$ cat config.mk
export PLATFORM = sky130hd
export DESIGN_NAME = segchk_top
export DESIGN_NICKNAME = d
export VERILOG_FILES = /design/src/rtl/segchk_pkg.sv /design/src/rtl/segchk_decode.sv /design/src/rtl/segchk_stack_rules.sv /design/src/rtl/segchk_return_rules.sv /design/src/rtl/segchk_top.sv
export SDC_FILE = /design/constraint.sdc
export NUM_CORES = 1
export LEC_CHECK = 0
export BUFFER_PORTS_ARGS = -buffer_cell sky130_fd_sc_hd__buf_2
export CAP_MARGIN = 40
export CORE_UTILIZATION = 30
export DETAILED_ROUTE_END_ITERATION = 8
export PLACE_DENSITY = 0.75
export SLEW_MARGIN = 10
export SYNTH_ARGS = -nofsm -noshare
export SYNTH_HDL_FRONTEND = slang
export SYNTH_SLANG_ARGS = --single-unit
export TNS_END_PERCENT = 20
$ cat constraint.sdc
create_clock -name clk -period 0.8 [get_ports clk]
set_input_delay 0.12 -clock clk [delete_from_list [all_inputs] [get_ports clk]]
set_output_delay 0.12 -clock clk [all_outputs]
set_load 0.05 [all_outputs]
$ cat src/rtl/segchk_pkg.sv
package segchk_pkg;

  localparam int SEL_W  = 16;
  localparam int DESC_W = 64;
  localparam int PL_W   = 2;

  localparam int D_PRESENT  = 47;
  localparam int D_DPL_LO   = 45;
  localparam int D_SYS_N    = 44;
  localparam int D_CODE     = 43;
  localparam int D_CONFORM  = 42;
  localparam int D_WRITABLE = 41;

  localparam logic [1:0] CHK_STACK  = 2'b00;
  localparam logic [1:0] CHK_RETURN = 2'b01;

  typedef enum logic [1:0] {
    FLT_NONE   = 2'b00,
    FLT_GP     = 2'b01,
    FLT_STACK  = 2'b10,
    FLT_ABSENT = 2'b11
  } fault_e;

  typedef struct packed {
    logic            is_null;
    logic            table_ind;
    logic [PL_W-1:0] rpl;
  } sel_view_t;

  typedef struct packed {
    logic            present;
    logic [PL_W-1:0] dpl;
    logic            user_seg;
    logic            is_code;
    logic            conform;
    logic            writable;
  } desc_view_t;

endpackage

$ cat src/rtl/segchk_decode.sv
module segchk_decode
  import segchk_pkg::*;
#(
  parameter int SW = SEL_W,
  parameter int DW = DESC_W
) (
  input  logic [SW-1:0] sel,
  input  logic [DW-1:0] desc,
  output sel_view_t     sv,
  output desc_view_t    dv
);
  localparam int IDX_LO = PL_W;

  always_comb begin
    sv.rpl       = sel[PL_W-1:0];
    sv.table_ind = sel[IDX_LO];
    sv.is_null   = (sel[SW-1:IDX_LO] == '0);
    dv.present   = desc[D_PRESENT];
    dv.dpl       = desc[D_DPL_LO +: PL_W];
    dv.user_seg  = desc[D_SYS_N];
    dv.is_code   = desc[D_CODE];
    dv.conform   = desc[D_CONFORM];
    dv.writable  = desc[D_WRITABLE];
  end
endmodule

$ cat src/rtl/segchk_stack_rules.sv
module segchk_stack_rules
  import segchk_pkg::*;
(
  input  sel_view_t       sv,
  input  desc_view_t      dv,
  input  logic [PL_W-1:0] cpl,
  input  logic            long_mode,
  output fault_e          fault
);
  localparam logic [PL_W-1:0] USER_PL = '1;

  logic good_type;
  logic pl_match;

  always_comb begin
    good_type = dv.user_seg && !dv.is_code && dv.writable;
    pl_match  = (dv.dpl == cpl) && (sv.rpl == cpl);
    if (sv.is_null) begin
      fault = (long_mode && (cpl != USER_PL)) ? FLT_NONE : FLT_GP;
    end else if (!good_type || !pl_match) begin
      fault = FLT_GP;
    end else if (!dv.present) begin
      fault = FLT_STACK;
    end else begin
      fault = FLT_NONE;
    end
  end

  // Stack fault only for a non-null selector whose descriptor is absent.
  always_comb begin
    if (fault == FLT_STACK) begin
      p_stack_fault_absent_r5: assert (!sv.is_null && !dv.present);
    end
  end
endmodule

$ cat src/rtl/segchk_return_rules.sv
module segchk_return_rules
  import segchk_pkg::*;
(
  input  sel_view_t       sv,
  input  desc_view_t      dv,
  input  logic [PL_W-1:0] cpl,
  output fault_e          fault
);
  logic bad_sel;
  logic bad_type;
  logic bad_dpl;

  always_comb begin
    bad_sel  = sv.is_null || (sv.rpl < cpl);
    bad_type = !(dv.user_seg && dv.is_code);
    bad_dpl  = dv.conform ? (dv.dpl > sv.rpl) : (dv.dpl != sv.rpl);
    if (bad_sel || bad_type || bad_dpl) begin
      fault = FLT_GP;
    end else if (!dv.present) begin
      fault = FLT_ABSENT;
    end else begin
      fault = FLT_NONE;
    end
  end

  // Not-present is reported only for a descriptor whose present bit is clear.
  always_comb begin
    if (fault == FLT_ABSENT) begin
      p_absent_after_gp_r9: assert (!dv.present && !sv.is_null);
    end
  end
endmodule

$ cat src/rtl/segchk_top.sv
module segchk_top
  import segchk_pkg::*;
#(
  parameter int SW = SEL_W,
  parameter int DW = DESC_W
) (
  input  logic            clk,
  input  logic            rst_n,
  input  logic            in_valid,
  input  logic [1:0]      in_chk,
  input  logic [SW-1:0]   in_sel,
  input  logic [DW-1:0]   in_desc,
  input  logic [PL_W-1:0] in_cpl,
  input  logic            in_long_mode,
  output logic            out_valid,
  output logic            out_pass,
  output logic [1:0]      out_fault,
  output logic [SW-1:0]   out_err,
  output logic            out_illegal
);
  sel_view_t  sv;
  desc_view_t dv;
  fault_e     stk_fault;
  fault_e     ret_fault;
  fault_e     pick_fault;
  fault_e     nxt_fault;
  logic       chk_ok;
  logic       nxt_pass;
  logic [SW-1:0] nxt_err;

  segchk_decode #(.SW(SW), .DW(DW)) u_decode (
    .sel  (in_sel),
    .desc (in_desc),
    .sv   (sv),
    .dv   (dv)
  );

  segchk_stack_rules u_stack (
    .sv        (sv),
    .dv        (dv),
    .cpl       (in_cpl),
    .long_mode (in_long_mode),
    .fault     (stk_fault)
  );

  segchk_return_rules u_return (
    .sv    (sv),
    .dv    (dv),
    .cpl   (in_cpl),
    .fault (ret_fault)
  );

  always_comb begin
    chk_ok     = (in_chk == CHK_STACK) || (in_chk == CHK_RETURN);
    pick_fault = (in_chk == CHK_STACK) ? stk_fault : ret_fault;
    nxt_fault  = chk_ok ? pick_fault : FLT_NONE;
    nxt_pass   = chk_ok && (pick_fault == FLT_NONE);
    nxt_err    = (nxt_fault == FLT_GP) ? in_sel : '0;
  end

  always_ff @(posedge clk or negedge rst_n) begin
    if (!rst_n) begin
      out_valid   <= 1'b0;
      out_pass    <= 1'b0;
      out_fault   <= FLT_NONE;
      out_err     <= '0;
      out_illegal <= 1'b0;
    end else begin
      out_valid <= in_valid;
      if (in_valid) begin
        out_pass    <= nxt_pass;
        out_fault   <= nxt_fault;
        out_err     <= nxt_err;
        out_illegal <= !chk_ok;
      end else begin
        out_pass    <= 1'b0;
        out_fault   <= FLT_NONE;
        out_err     <= '0;
        out_illegal <= 1'b0;
      end
    end
  end

  p_valid_follow_r1: assert property (@(posedge clk) disable iff (!rst_n)
    in_valid |=> out_valid);
  p_valid_drop_r1: assert property (@(posedge clk) disable iff (!rst_n)
    !in_valid |=> !out_valid);
  p_idle_quiet_r1: assert property (@(posedge clk) disable iff (!rst_n)
    !out_valid |-> (!out_pass && !out_illegal && out_fault == FLT_NONE && out_err == '0));
  p_gp_code_r10: assert property (@(posedge clk) disable iff (!rst_n)
    in_valid |=> (out_fault != FLT_GP || out_err == $past(in_sel)));
  p_pass_clean_r12: assert property (@(posedge clk) disable iff (!rst_n)
    out_pass |-> (out_valid && out_fault == FLT_NONE && !out_illegal));
  p_illegal_type_r11: assert property (@(posedge clk) disable iff (!rst_n)
    (in_valid && in_chk[1]) |=> (out_illegal && !out_pass));
  p_null_return_r6: assert property (@(posedge clk) disable iff (!rst_n)
    (in_valid && in_chk == CHK_RETURN && in_sel[SW-1:PL_W] == '0) |=> out_fault == FLT_GP);
endmodule

==> flow_metrics.py <==
metrics = {
    "status": {
        "status": "complete, but fails checks",
        "violations": "negative setup slack",
    },
    "sta": {
        "clock.fmax_ghz": 0.724,
        "period_share": 1.73,
        "tightest_slew_ps": 445,
        "max-slew-margin-rel": 0.703,
        "hold_viol": 0,
        "finalSetupViolations": 40,
        "period_minus_slack_ps": 1380,
        "maxSlewViolCount": 0,
        "rsz0062_at_grt": "yes",
        "fin_ws_ps": -582,
    },
    "cts": {
        "clock-root-buffer": "clkbuf_4",
        "cts_buffer_depth": 2,
        "h-tree-depth": 1,
        "cts-buffers-inserted": 3,
        "path_clk_slew_ps": 100,
        "cts.sinks": 21,
        "cts_tree": "yes",
    },
    "worst_hold_path": {
        "hold_start": "in_desc[47]",
        "hold_class": "in2reg",
    },
    "finish": {
        "syn2layout_area_growth_pct": 83.4,
        "fin_nets": 250,
        "design_area_sq_um": 1750,
        "multi_input_area_sq_um": 519,
        "antennaDiodeCount": 0,
        "layout-drive-gt1-share": 0.650,
        "n_fill_cell": 240,
        "register_area_sq_um": 526,
    },
    "detailed_routing": {
        "finalWirelength_microns": 2590,
        "vias_per_cell": 4.41,
        "drt_iter0_markers": 23,
        "drcViolationCount": 0,
        "dr.pass1.iters": 4,
        "dr_total_vias": 886,
        "antenna_left": 0,
        "wl_met1_microns": 949,
        "routedWlPerCell_microns": 12.9,
        "route.met3.wl_microns": 166,
        "route.met2.wl_microns": 1430,
        "routed.top_layer": "met4",
    },
    "power": {
        "powerDensity_nw_per_um2": 1330,
        "power_leakage_nw": 0.878,
        "ir_drop_v": 0.000560,
    },
    "place": {
        "gp_congestion": 0.758,
        "io_buffers": 51,
        "dp_hpwl_microns": 1840,
        "placed_cell_area_sq_um": 1440,
        "place_ws_ps": -1070,
    },
    "yosys": {
        "synth_seq_cells": 21,
        "synthTopCellsByArea": "dfrtp_1 55%, nor2b_1 6.5%, and2b_2 5.5%",
        "syn_inst": 80,
        "yosysSeqAreaShare": 0.550,
        "synth_ff_type": "dfrtp_1",
        "synth.distinct_cells": 24,
        "ys_warn_count": 0,
        "synth_fp_nets": 172,
        "synth_area_per_cell_sq_um": 11.9,
        "synth_top_area_share": 0.550,
        "synth-edff-count": 0,
        "syn-cell-area_sq_um": 956,
        "async_reset_ff_frac": 1.00,
        "synth.largest_area_cell": "dfrtp_1",
    },
    "global_route": {
        "grt_start_max_net_pins": 22,
        "first_global_vias": 920,
        "grt_overflow_total": 0,
        "grt_pass1_wl_microns": 3970,
        "antenna_found_initial": 0,
        "grt_use_total": 0.157,
    },
    "setup_path": {
        "critPathLaunch": "in_cpl[0]",
        "cp.arrival_ps": 1570,
        "cp_data_required_time_ps": 990,
        "crit_fanout": 6,
        "end_kind": "flop",
        "critical_path_class": "in2reg",
        "cp-start-kind": "input pin",
    },
    "run": {
        "cap_viol_max_count": 0,
    },
    "die": {
        "die_y_microns": 58.5,
        "coreArea_sq_um": 3030,
        "start_util": 0.316,
        "rows": 20,
        "dieArea_sq_um": 3420,
        "die_w_microns": 58.5,
        "ioPinCount": 109,
    },
}
==> final timing paths <==
path,end,slack (ps),cells after the start
worst max-delay path,out_err[5],-580,8
max in group asynchronous,out_err[8],190,2
min in group asynchronous,out_err[13],310,2
worst min-delay path,out_fault[1],20,2
==> sequential cells by signal, summed over array words and instances (netlist names) <==
register,flops
out_illegal,1
out_err,16
out_valid,1
out_fault,2
out_pass,1
==> layer usage <==
metal	GRT usage	vias to the layer above
li1	-	424
met1	0.171	412
met2	0.291	46
met3	0.0154	4
met4	0.0952	0
met5	0	-
==> cell type report <==
class | count | area share
Tap cell | 44 | 0.0314
Sequential cell | 21 | 0.300
Clock inverter | 1 | 0.00286
Inverter | 5 | 0.0193
Timing Repair Buffer | 74 | 0.338
Clock buffer | 3 | 0.0128
Multi-Input combinational cell | 53 | 0.296
==> where the power goes <==
| group | switching [W] | internal [W] | total, W |
|---|---|---|---|
| Clock | 0.000279 | 0.000186 | 0.000465 |
| Sequential | 0.0000231 | 0.00111 | 0.00113 |
| Combinational | 0.000396 | 0.000340 | 0.000736 |
==> per-stage QoR <==
stage	util	instances	setup TNS [ps]	hold WS, ps	total power [W]
2_1_floorplan	-	80	-12390	-176	0.00147
3_3_place_gp	0.476	191	-17420	80.0	0.00171
3_5_place_dp	0.476	191	-18540	91.5	0.00173
4_1_cts	0.565	200	-13180	6.64	0.00234
5_1_grt	0.579	201	-14950	5.86	0.00246
6_report	0.579	201	-13180	18.9	0.00233
==> synthesized netlist by cell type (2+ instances only) <==
cell type	count
dfrtp_1	21
nor2b_1	10
and2b_2	6
nor2_1	6
inv_1	5
ha_1	4
nand2b_1	4
nor4_1	4
mux2i_1	2
nand3_1	2
nand4_1	2
xor2_1	2
==> cells by family (layout without fill, tap and decap cells) <==
group,Yosys count,after routing,share of synthesized area
XOR/XNOR,2,2,0.0183
AND/OR/NAND/NOR,37,37,0.245
flip-flops,21,21,0.550
buffers and inverters,6,83,0.0314
adder cells (fa/ha/maj),4,4,0.0524
AO/OA/AOI/OAI,7,7,0.0707
multiplexers,3,3,0.0327
==> what timing repair did <==
action	CTS	global route
hold endpoints to repair	22	0
buffers inserted	2	1
cloned	1	0
resized for setup	57	6
hold buffers	2	0
setup endpoints to repair	40	40
pin swaps	7	2
==> worst max-delay path, stage by stage <==
cell and delay, ps:
buf_8 100, buf_6 120, xor2_4 180, nor4_4 330, a211oi_2 130, a32oi_2 220
buf_6 150, and2b_2 210
==> cells in the final DEF, fill, tap and decap left out, types with 2 or more instances in the layout <==
master | Yosys | final
buf_2 | 0 | 28
buf_6 | 1 | 25
dfrtp_1 | 21 | 21
buf_4 | 0 | 18
nor2b_1 | 10 | 7
nor2_1 | 6 | 6
and2b_2 | 6 | 6
nand2b_1 | 4 | 4
inv_1 | 5 | 3
ha_4 | 0 | 3
clkbuf_4 | 0 | 3
nor4_1 | 4 | 2
nand4_1 | 2 | 2
nor2b_4 | 0 | 2
nand3_2 | 0 | 2
nor2b_2 | 1 | 2
mux2i_1 | 2 | 2
dlygate4sd3_1 | 0 | 2
Note: power is estimated with default switching activity, not from simulation.
